File: src/rtl/rpr_pkg.sv
package rpr_pkg;
  // modular addition used for every rotate / un-rotate step
  function automatic int unsigned wrap_add(int unsigned a, int unsigned b,
                                           int unsigned n);
    return (a + b) % n;
  endfunction
endpackage

File: src/rtl/rpr_rotate.sv
module rpr_rotate #(
  parameter int N  = 8,
  parameter int SW = $clog2(N)
) (
  input  logic [N-1:0]  din,
  input  logic [SW-1:0] amt,
  output logic [N-1:0]  dout
);
  // dout[i] is the level that ranks i-th when din[amt] ranks first
  for (genvar i = 0; i < N; i++) begin : g_rot
    assign dout[i] = din[SW'(rpr_pkg::wrap_add(i, int'(amt), N))];
  end
endmodule

File: src/rtl/rpr_first_set.sv
module rpr_first_set #(
  parameter int N  = 8,
  parameter int SW = $clog2(N)
) (
  input  logic [N-1:0]  vec,
  output logic          found,
  output logic [SW-1:0] idx
);
  always_comb begin
    idx = '0;
    for (int i = N - 1; i >= 0; i--) begin
      if (vec[i]) idx = SW'(i);
    end
  end
  assign found = |vec;
endmodule

File: src/rtl/rot_prio_resolver.sv
module rot_prio_resolver #(
  parameter int NUM_LV = 8,
  parameter int LW     = $clog2(NUM_LV)
) (
  input  logic              clk,
  input  logic              rst_n,
  input  logic [NUM_LV-1:0] req_vec,
  input  logic [NUM_LV-1:0] mask_vec,
  input  logic [NUM_LV-1:0] svc_vec,
  input  logic [LW-1:0]     low_ptr,
  input  logic              spec_mask,
  input  logic              ack,
  input  logic              eoi_req,
  output logic              int_out,
  output logic [LW-1:0]     level_out,
  output logic [NUM_LV-1:0] eoi_clr
);
  localparam logic [NUM_LV-1:0] ONE_V = NUM_LV'(1);

  logic [LW-1:0]     hp_w;       // top-ranked level
  logic [NUM_LV-1:0] cand_w;     // unmasked requests
  logic [NUM_LV-1:0] cand_r, svc_r, allow_r, elig_r;
  logic              svc_found, pick_found;
  logic [LW-1:0]     svc_idx, pick_idx;
  logic [LW-1:0]     sel_lvl, eoi_lvl;
  logic              raise_w;    // selection event this cycle

  assign hp_w   = LW'(rpr_pkg::wrap_add(int'(low_ptr), 1, NUM_LV));
  assign cand_w = req_vec & ~mask_vec;

  rpr_rotate #(.N(NUM_LV), .SW(LW)) u_rot_cand (
    .din(cand_w), .amt(hp_w), .dout(cand_r));
  rpr_rotate #(.N(NUM_LV), .SW(LW)) u_rot_svc (
    .din(svc_vec), .amt(hp_w), .dout(svc_r));

  rpr_first_set #(.N(NUM_LV), .SW(LW)) u_fs_svc (
    .vec(svc_r), .found(svc_found), .idx(svc_idx));

  // rank positions open to arbitration
  always_comb begin
    if (spec_mask)       allow_r = ~svc_r;
    else if (!svc_found) allow_r = '1;
    else                 allow_r = (ONE_V << svc_idx) - ONE_V;
  end
  assign elig_r = cand_r & allow_r;

  rpr_first_set #(.N(NUM_LV), .SW(LW)) u_fs_pick (
    .vec(elig_r), .found(pick_found), .idx(pick_idx));

  assign sel_lvl = LW'(rpr_pkg::wrap_add(int'(pick_idx), int'(hp_w), NUM_LV));
  assign eoi_lvl = LW'(rpr_pkg::wrap_add(int'(svc_idx), int'(hp_w), NUM_LV));
  assign eoi_clr = (eoi_req && svc_found) ? (ONE_V << eoi_lvl) : '0;

  assign raise_w = !int_out && !ack && pick_found;

  always_ff @(posedge clk or negedge rst_n) begin
    if (!rst_n) begin
      int_out   <= 1'b0;
      level_out <= '0;
    end else if (ack) begin
      int_out   <= 1'b0;
    end else if (raise_w) begin
      int_out   <= 1'b1;
      level_out <= sel_lvl;
    end
  end


  hold_level_chk: assert property (@(posedge clk) disable iff (!rst_n)
    (int_out && $past(int_out)) |-> $stable(level_out));

  ack_drop_chk: assert property (@(posedge clk) disable iff (!rst_n)
    ack |=> !int_out);

  pick_is_cand_chk: assert property (@(posedge clk) disable iff (!rst_n)
    $rose(int_out) |-> ((($past(cand_w) >> level_out) & ONE_V) != '0));

  skip_svc_chk: assert property (@(posedge clk) disable iff (!rst_n)
    ($rose(int_out) && $past(spec_mask)) |->
      ((($past(svc_vec) >> level_out) & ONE_V) == '0));

  top_busy_chk: assert property (@(posedge clk) disable iff (!rst_n)
    (!int_out && !spec_mask && svc_vec[hp_w]) |=> !int_out);

  eoi_shape_chk: assert property (@(posedge clk) disable iff (!rst_n)
    $onehot0(eoi_clr) && ((eoi_clr & ~svc_vec) == '0));
endmodule

File: config.mk
export PLATFORM = sky130hd
export DESIGN_NAME = rot_prio_resolver
export DESIGN_NICKNAME = d
export VERILOG_FILES = /design/src/rtl/rpr_pkg.sv /design/src/rtl/rpr_rotate.sv /design/src/rtl/rpr_first_set.sv /design/src/rtl/rot_prio_resolver.sv
export SDC_FILE = /design/constraint.sdc
export NUM_CORES = 1
export LEC_CHECK = 0
export ABC_AREA = 0
export BUFFER_PORTS_ARGS = -buffer_cell sky130_fd_sc_hd__buf_2
export CORE_ASPECT_RATIO = 0.8
export CORE_MARGIN = 2
export CORE_UTILIZATION = 49
export CTS_CLUSTER_DIAMETER = 100
export CTS_CLUSTER_SIZE = 16
export DETAILED_ROUTE_END_ITERATION = 8
export MAX_ROUTING_LAYER = met4
export PLACE_DENSITY = 0.83
export SKIP_CTS_REPAIR_TIMING = 1
export SLEW_MARGIN = 20
export SYNTH_ARGS = -nofsm -noshare
export SYNTH_HDL_FRONTEND = slang
export SYNTH_HIERARCHICAL = 1
export SYNTH_SLANG_ARGS = --single-unit
File: constraint.sdc
create_clock -name clk -period 3.8 [get_ports clk]
set_input_delay 0.38 -clock clk [delete_from_list [all_inputs] [get_ports clk]]
set_output_delay 0.38 -clock clk [all_outputs]
set_load 0.01 [all_outputs]
### After elaboration in Yosys (flattened, before gate mapping)

Cells that the tools add are included.

* output and inout bits: 12
* register bits: 4
* bits of input ports: 32
* logic and storage cells: 90

* add/subtract/negate cells: 11
* bitwise logic cells: 5
* muxes and demuxes: 53
* shifts and indexed selects: 2
* magnitude comparators: 8
* reductions and logical operators: 9

Operators with widths (number)
* $bmux W1 S3: 16
* $mux W3: 16
* $lt A3 B4 Y1 const B: 8
* $mux W8: 3
* $mux W1: 18
* $and A8 B8 Y8: 2
* $not A8 Y8: 2
* $reduce_or A8 Y1: 2
* $shl A1 B3 Y8 const A: 2
* $add A3 B3 Y3 const A: 4
* $sub A8 B1 Y8 const B: 1
* $add A2 B3 Y3 const A: 2
* $add A3 B3 Y3: 2
* $add A1 B3 Y3 const A: 1
* $add A3 B1 Y3 const B: 1
* $logic_and A1 B1 Y1: 3
* $logic_not A1 Y1: 2
* $reduce_and A2 Y1: 1
* $reduce_bool A2 Y1: 1
* $not A1 Y1: 1

### Longest topological paths before layout

Gate-level depths: netlist (run 1).

* word-level depth: 26
* depth in mapped cells: 23
* mapped depth without buffers: 22

### Modules after synthesis

The synthesis (run 1) kept the hierarchy.

Modules (own cells, without submodules)
* rot_prio_resolver: seq. area each 100.1 sq um, instances 1, cells each 83, area an instance 630.6 sq um
* rpr_rotate at u_rot_cand: seq. area each 0.0 sq um, instances 1, cells each 37, area an instance 435.4 sq um
* rpr_rotate at u_rot_svc: seq. area each 0.0 sq um, instances 1, cells each 25, area an instance 376.6 sq um
* rpr_first_set: seq. area each 0.0 sq um, instances 2, cells each 13, area an instance 81.3 sq um

### Least setup slack after synthesis (run 1)

Ideal clock, no wire load.

* path kind: input to register
* start point: input low_ptr[0]
* end point: register level_out[2]
* buffers on the path: 1
* setup time: 0.143 ns
* path slack: -1.265 ns
* stages on the path: 20
* arrival time: 4.921 ns
* cell sequence: ha_1 > xnor2_1 > inv_1 > buf_6 > mux4_1 > mux2_2 > o41ai_1 > or3_4 > ha_1 > xnor2_1 > nand3_1 > a31oi_1 > inv_1 > a21oi_1 > o41ai_1 > ha_1 > fa_1 > xnor2_1 > xnor2_1 > a21oi_1

* elaborated cells on any way between the ends: 67

RTL lines
* from (decl): RTL line rot_prio_resolver.sv:10 `input logic [LW-1:0] low_ptr,`
* $add A3 B1 Y3: RTL line rpr_pkg.sv:5 `return (a + b) % n;`
* net hp_w[2]: RTL line rot_prio_resolver.sv:20 `logic [LW-1:0] hp_w;`
* $add A3 B3 Y3: RTL line rpr_pkg.sv:5
* $bmux W1 S3: RTL line rpr_rotate.sv:11 `assign dout[i] = din[SW'(rpr_pkg::wrap_add(i, int'(amt), N))];`
* $mux W1 (implied by the code): RTL line rpr_rotate.sv:11
* net svc_r[4]: RTL line rot_prio_resolver.sv:22 `logic [NUM_LV-1:0] cand_r, svc_r, allow_r, elig_r;`
* $mux W3 (5 in series): RTL line rpr_first_set.sv:12 `if (vec[i]) idx = SW'(i);`
* net svc_idx[0]: RTL line rot_prio_resolver.sv:24 `logic [LW-1:0] svc_idx, pick_idx;`
* $shl A1 B3 Y8: RTL line rot_prio_resolver.sv:43 `else allow_r = (ONE_V << svc_idx) - ONE_V;`
* $sub A8 B1 Y8: RTL line rot_prio_resolver.sv:43
* $mux W8: RTL line rot_prio_resolver.sv:42 `else if (!svc_found) allow_r = '1;`
* $mux W8: RTL line rot_prio_resolver.sv:41 `if (spec_mask) allow_r = ~svc_r;`
* $and A8 B8 Y8: RTL line rot_prio_resolver.sv:45 `assign elig_r = cand_r & allow_r;`
* net elig_r[6]: RTL line rot_prio_resolver.sv:22
* $mux W3 (7 in series): RTL line rpr_first_set.sv:12
* net pick_idx[0]: RTL line rot_prio_resolver.sv:24
* $add A3 B3 Y3: RTL line rpr_pkg.sv:5
* to (signal assigned): RTL line rot_prio_resolver.sv:64 `level_out <= sel_lvl;`
* to (decl): RTL line rot_prio_resolver.sv:15 `output logic [LW-1:0] level_out,`

The timed path passes the listed nets, and every way through them passes these cells. The select of a mux whose other input is x is not followed.
A chain may end at the register's enable or synchronous reset.

### Worst setup path in the final report (run 1)

* start point: input low_ptr[0]
* end point: register level_out[1]

* elaborated cells on any way between the ends: 67

RTL lines
* $add A3 B1 Y3: RTL line rpr_pkg.sv:5
* net hp_w[1]: RTL line rot_prio_resolver.sv:20
* $add A3 B3 Y3: RTL line rpr_pkg.sv:5
* $bmux W1 S3: RTL line rpr_rotate.sv:11
* $mux W1 (implied by the code): RTL line rpr_rotate.sv:11
* net svc_r[5]: RTL line rot_prio_resolver.sv:22
* $mux W3 (6 in series): RTL line rpr_first_set.sv:12
* net svc_idx[2]: RTL line rot_prio_resolver.sv:24
* [... 2 more ...]
* $mux W8: RTL line rot_prio_resolver.sv:42
* $mux W8: RTL line rot_prio_resolver.sv:41
* $and A8 B8 Y8: RTL line rot_prio_resolver.sv:45
* net elig_r[4]: RTL line rot_prio_resolver.sv:22
* $mux W3 (5 in series): RTL line rpr_first_set.sv:12
* net pick_idx[1]: RTL line rot_prio_resolver.sv:24
* $add A3 B3 Y3: RTL line rpr_pkg.sv:5
* net sel_lvl[1]: RTL line rot_prio_resolver.sv:25 `logic [LW-1:0] sel_lvl, eoi_lvl;`

The timed path passes the listed nets, and every way through them passes these cells. The select of a mux whose other input is x is not followed.

==> results of run 1 <==
-- layout make-up --
type	instances	area [µm²]
multi-input cells	148	1620
flip-flops and latches	4	100
well taps	40	50.0
fillers	172	668
clock buffers	3	41.3
inverters	11	45.0
repair buffers	87	581
-- worst max-delay path: stages --
cell and delay [ps]:
buf_8 100, ha_4 280, inv_2 50, ha_4 290
mux4_2 550, nor4_4 310, and3b_2 270, or3_4 390
ha_4 200, and2b_2 190, o21bai_1 170, a31oi_2 150
nor2_1 130, o21ai_0 130, a21boi_1 260, fa_2 460
mux2_4 270
-- per-stage QoR --
stage          instance area (µm²)  cells  setup slack [ps]
2_1_floorplan                 1690    171              -828
3_3_place_gp                  2200    286              -911
3_5_place_dp                  2200    286             -1060
4_1_cts                       2250    289              -832
5_1_grt                       2440    293              -848
6_report                      2440    293              -694
-- path summary, 6_finish.rpt --
kind                                 to  depth (start not counted)
max                        level_out[1]                         17
min                             int_out                          2
max reg2reg                level_out[0]                          3
min reg2reg                     int_out                          2
max in group asynchronous       int_out                          2
min in group asynchronous  level_out[0]                          2
-- flip-flops by register name (all words and copies together), names as in the netlist --
register	cells
int_out	1
level_out	3
-- layer usage --
metal / track usage, % / vias to the layer above / routed length [µm]
li1: - / 809 / -
met1: 30.6 / 894 / 2100
met2: 49.2 / 86 / 2770
met3: 2.43 / 21 / 266
met4: 7.00 / 0 / 181
met5: - / - / 0
-- placed cells by master, fill, tap and decap left out, drive strengths merged --
| cell type | instances |
|---|---|
| o211ai | 1 |
| dlygate4sd3 | 1 |
| clkinvlp | 1 |
| clkbuf | 3 |
| nand3b | 1 |
| inv | 10 |
| a21oi | 5 |
| o41ai | 2 |
| nand3 | 4 |
| a31oi | 2 |
| nor3b | 3 |
| xor2 | 4 |
| ha | 8 |
| o21bai | 3 |
| and2b | 1 |
| dfrtp | 4 |
| mux4 | 14 |
| mux2 | 21 |
| nor2 | 12 |
| o211a | 1 |
| a21boi | 2 |
| nand2 | 17 |
| a211oi | 1 |
| and3b | 2 |
| o311a | 2 |
| nor4 | 2 |
| mux2i | 2 |
| nor3 | 10 |
| a221oi | 2 |
| or3 | 1 |
| nor2b | 11 |
| buf | 86 |
| xnor2 | 10 |
| fa | 2 |
| o21ai | 2 |
-- power by group --
group | internal [mW] | switching (mW) | leakage, nW
sequential | 0.0617 | 0.0112 | 0.0466
combinational | 0.411 | 0.391 | 1.09
clock | 0.0681 | 0.0279 | 0.0216
total | 0.541 | 0.431 | 1.15
-- cell families (layout without fill, tap and decap cells) --
| kind of cell | Yosys count | count (layout) | synth area share (%) |
|---|---|---|---|
| AO/OA/AOI/OAI | 23 | 23 | 10.4 |
| AND/OR/NAND/NOR | 64 | 64 | 21.2 |
| multiplexers | 37 | 37 | 38.9 |
| XOR/XNOR | 14 | 14 | 8.11 |
| adder cells (fa/ha/maj) | 10 | 10 | 8.73 |
| flip-flops | 4 | 4 | 6.24 |
| buffers and inverters | 19 | 101 | 6.47 |
==> impl_results.md, run 1 <==
* Worst Skew at 2.04 ps
* Area share of the largest cell type after synthesis at 16.4%
* Post-DP HPWL at 3.66 mm
* Post-synth top flop: dfrtp_1
* Hold Slack at 320 ps
* Port bufs at 43
* RSZ-0062 raised after global routing: yes
* Crit-path max FO at 5
* Die W at 68.0 µm
* Relative slew slack at 75.3%
* GP Congestion at 0.902
* Failing checks: setup timing
* Period utilization at 118%
* Pin count of the biggest net entering global routing at 14
* Largest cells by area after synthesis: mux4_1 16%, mux2_2 12%, dfrtp_1 6.2%
* Max_cap viols at 0
* Total power at 972 µW
* Crit Path Class: in -> reg
* Fin. Hold Viols at 0
* Net Count, Synth at 213
* CP startpoint: low_ptr[0]
* Nets at 297
* Fraction of registers with async set/reset at 100%
* Total GRT Usage at 26.3%
* Post-Syn Area at 1610 µm²
* HP Class: in -> reg
* FF+latch count, synth at 4
* DRC at 0
* Vias in the first global route at 1604
* Slew Viols, Final at 0
* Drt first pass iters at 4
* Fraction of layout cells with a size suffix above 1 at 59.7%
* Area Overhead vs Synth at 52.0%
* Antenna violations before repair at 0
* Commonest cells post-synth: 17 x mux2_2, 17 x nand2_1, 12 x nor2_1, 11 x inv_1, 11 x nor2b_1
* Die H at 55.2 µm
* Yosys cell types at 38
* Post-Synthesis Cells at 171
* Worst slew pin tran at 371 ps
* Startpoint Class: input port
* Die Area at 3750 µm²
* Min-delay src: ack
* Worst Path Arrival at 4600 ps
* CTS tree: done
* CTS Buffer Depth at 2
* Post-synth EDFFs at 0
* Reg2Reg Setup Slack at 2650 ps
* Worst path required time at 3900 ps
* Via density at 6.18
* Clock H-tree levels at 1
* DR WL/cell at 18.1 µm
* DRT Wirelength at 5.32 mm
* Post-route ant nets at 0
* Worst R2R Start: int_out
* DR vias at 1810
* DRC marker count from the first detailed-route iteration at 89
* Starting Density at 51.7%
* Final Setup Violations at 12
* Yosys warning count at 6
* Antenna fix cells at 0
* Status: complete, but fails checks
* I/O pins at 44
* Core Area at 3110 µm²
* Later-pin clock latency in the skew report at 230 ps
* Number of clock sinks at 4
* Worst VDD drop at 0.258 mV
* Min Tclk post-route at 4490 ps
* Leak at 1.15 nW
* FP Rows at 18
* Area leader, netlist: mux4_1
* Final setup margin at -694 ps
* Num CTS Buffers at 3
* Clock slew at reported path FFs at 30 ps
* Achievable frequency at 223 MHz
* Post-layout util at 78.5%
* Root buffer cell: clkbuf_8
* Setup TNS at -3750 ps
* Syn_area_per_cell at 9.39 µm²
* Pwr/cell area at 398 nW/µm²
* Share of the yosys chip area belonging to registers at 6.24%
* CP Capture Type: register
* Grt ovf at 0
* Global-route wire length before repair at 7.12 mm
No activity file was read; power rests on OpenSTA's default activity.
==> inputs of run 2 (changes only) <==
--- a/config.mk
+++ b/config.mk
@@ -10,6 +10,7 @@
 export CORE_ASPECT_RATIO = 0.8
 export CORE_MARGIN = 2
 export CORE_UTILIZATION = 49
+export CTS_BUF_LIST = sky130_fd_sc_hd__clkbuf_16
 export CTS_CLUSTER_DIAMETER = 100
 export CTS_CLUSTER_SIZE = 16
 export DETAILED_ROUTE_END_ITERATION = 8
==> impl_results.md, run 2 (synthesis results as in run 1) <==
* Final Setup Violations at 12
* Vias in the first global route at 1647
* R2R cell count at 5
* Total power at 1.06 mW
* Clock slew at reported path FFs at 30 ps
* Final setup margin at -922 ps
* GP Congestion at 0.902
* DRC at 0
* Die W at 68.0 µm
* Reg with most FFs: level_out
* Root buffer cell: clkbuf_16
* Min Tclk post-route at 4720 ps
* Fraction of layout cells with a size suffix above 1 at 58.7%
* Setup TNS at -4910 ps
* Worst-path cell chain: buf_8 > ha_4 > inv_2 > ha_4 > mux4_2 > nor4_4 > and3b_2 > or3_4 > ha_4 > xnor2_1 > a21oi_2 > nor2b_1 > o21bai_1 > o41ai_4 > ha_2 > fa_2 > xnor2_2 > xnor2_1 > a21oi_1
* DR WL/cell at 19.2 µm
* Crit-path max FO at 5
* CP startpoint: low_ptr[0]
* Nets at 298
* I/O pins at 44
* Worst Skew at 2.67 ps
* Reg2Reg Setup Slack at 2560 ps
* DR vias at 1839
* Failing checks: setup timing
* Clock H-tree levels at 1
* Crit-path max cell delay at 550 ps
* Antenna fix cells at 0
* Crit Path Class: in -> reg
* Period utilization at 124%
* Worst R2R Start: int_out
* Startpoint Class: input port
* DRT Wirelength at 5.65 mm
* HP Class: in -> reg
* Worst hold stages at 2
* RSZ-0062 raised after global routing: yes
* Slew Viols, Final at 0
* Relative slew slack at 72.0%
* Worst hold endpoint: int_out
* Most frequent cells in the layout: 42 x buf_4, 41 x buf_2, 17 x nand2_1
* Die H at 55.2 µm
* Cell mode on critical path: ha_4
* Die Area at 3750 µm²
* Worst Path Arrival at 4850 ps
* Global-route wire length before repair at 7.36 mm
* Achievable frequency at 212 MHz
* Largest register FFs at 3
* CTS tree: done
* Worst path slowest cell: mux4_2
* Commonest non-fill, non-tap cell in the layout: buf_4
* DRC marker count from the first detailed-route iteration at 178
* Pwr/cell area at 428 nW/µm²
* Worst VDD drop at 0.247 mV
* Post-DP HPWL at 3.66 mm
* Largest registers: level_out (3), int_out (1)
* Drt first pass iters at 5
* Antenna violations before repair at 0
* Grt ovf at 0
* Area Overhead vs Synth at 54.5%
* Worst slew pin tran at 420 ps
* Post-route ant nets at 0
* Num CTS Buffers at 3
* FP Rows at 18
* Cell Area, Placed at 2200 µm²
* Port bufs at 43
* Max_cap viols at 0
* CP Capture Type: register
* Later-pin clock latency in the skew report at 230 ps
* Leak at 1.17 nW
* Worst r2r dst: level_out[2]
* CTS Buffer Depth at 2
* Starting Density at 51.7%
* Via density at 6.26
* Pin count of the biggest net entering global routing at 14
* Pre-CTS setup slack at -1060 ps
* Status: complete, but fails checks
* Core Area at 3110 µm²
* Fin. Hold Viols at 0
* Total GRT Usage at 27.2%
* Worst path required time at 3920 ps
* Min-delay src: ack
* Final non-filler cell area at 2480 µm²
* Number of clock sinks at 4
## run 2: layout make-up
class                           count  area (µm²)
Fill cell                         177         628
Timing Repair Buffer               88         588
Multi-Input combinational cell    148        1620
Clock buffer                        3        75.1
Inverter                           11        45.0
Tap cell                           40        50.0
Sequential cell                     4         100
## run 2: report_power, final
part,internal [mW],switching [mW]
clock network,0.135,0.0318
registers,0.0618,0.0119
logic,0.414,0.406
## run 2: per-stage QoR
step | hold slack [ps] | util (%) | instances
detailed placement | 196 | 70.9 | 286
global route | 348 | 79.8 | 294
finish | 318 | 79.8 | 294
floorplan | 84.4 | - | 171
CTS | -40.9 | 73.3 | 289
global placement | 189 | 70.9 | 286
## run 2: worst max-delay path by stage
stage / to / slack (ps) / depth (start not counted)
2_1_floorplan: level_out[1] / -830 / 20
3_3_place_gp: level_out[1] / -910 / 20
3_5_place_dp: level_out[1] / -1060 / 20
4_1_cts: level_out[1] / -910 / 20
5_1_grt: level_out[2] / -1010 / 22
6_report: level_out[2] / -920 / 19
## run 2: critical path: cells and delay by family
family                     cells  cell delay [ps]
AOI/OAI and AO/OA              4              880
xor gates and xnor gates       3              450
adders and majority gates      5             1340
buffers and inverters          2              150
muxes                          1              550
and+or+nand+nor                4             1070
## run 2: per-layer routing
layer / up-vias / part of all wire (%) / track usage (%)
met1: 871 / 36 / 32.0
met5: - / 0 / -
met4: 0 / 6.7 / 7.33
met2: 116 / 49 / 50.5
met3: 41 / 7.4 / 2.43
li1: 811 / - / -
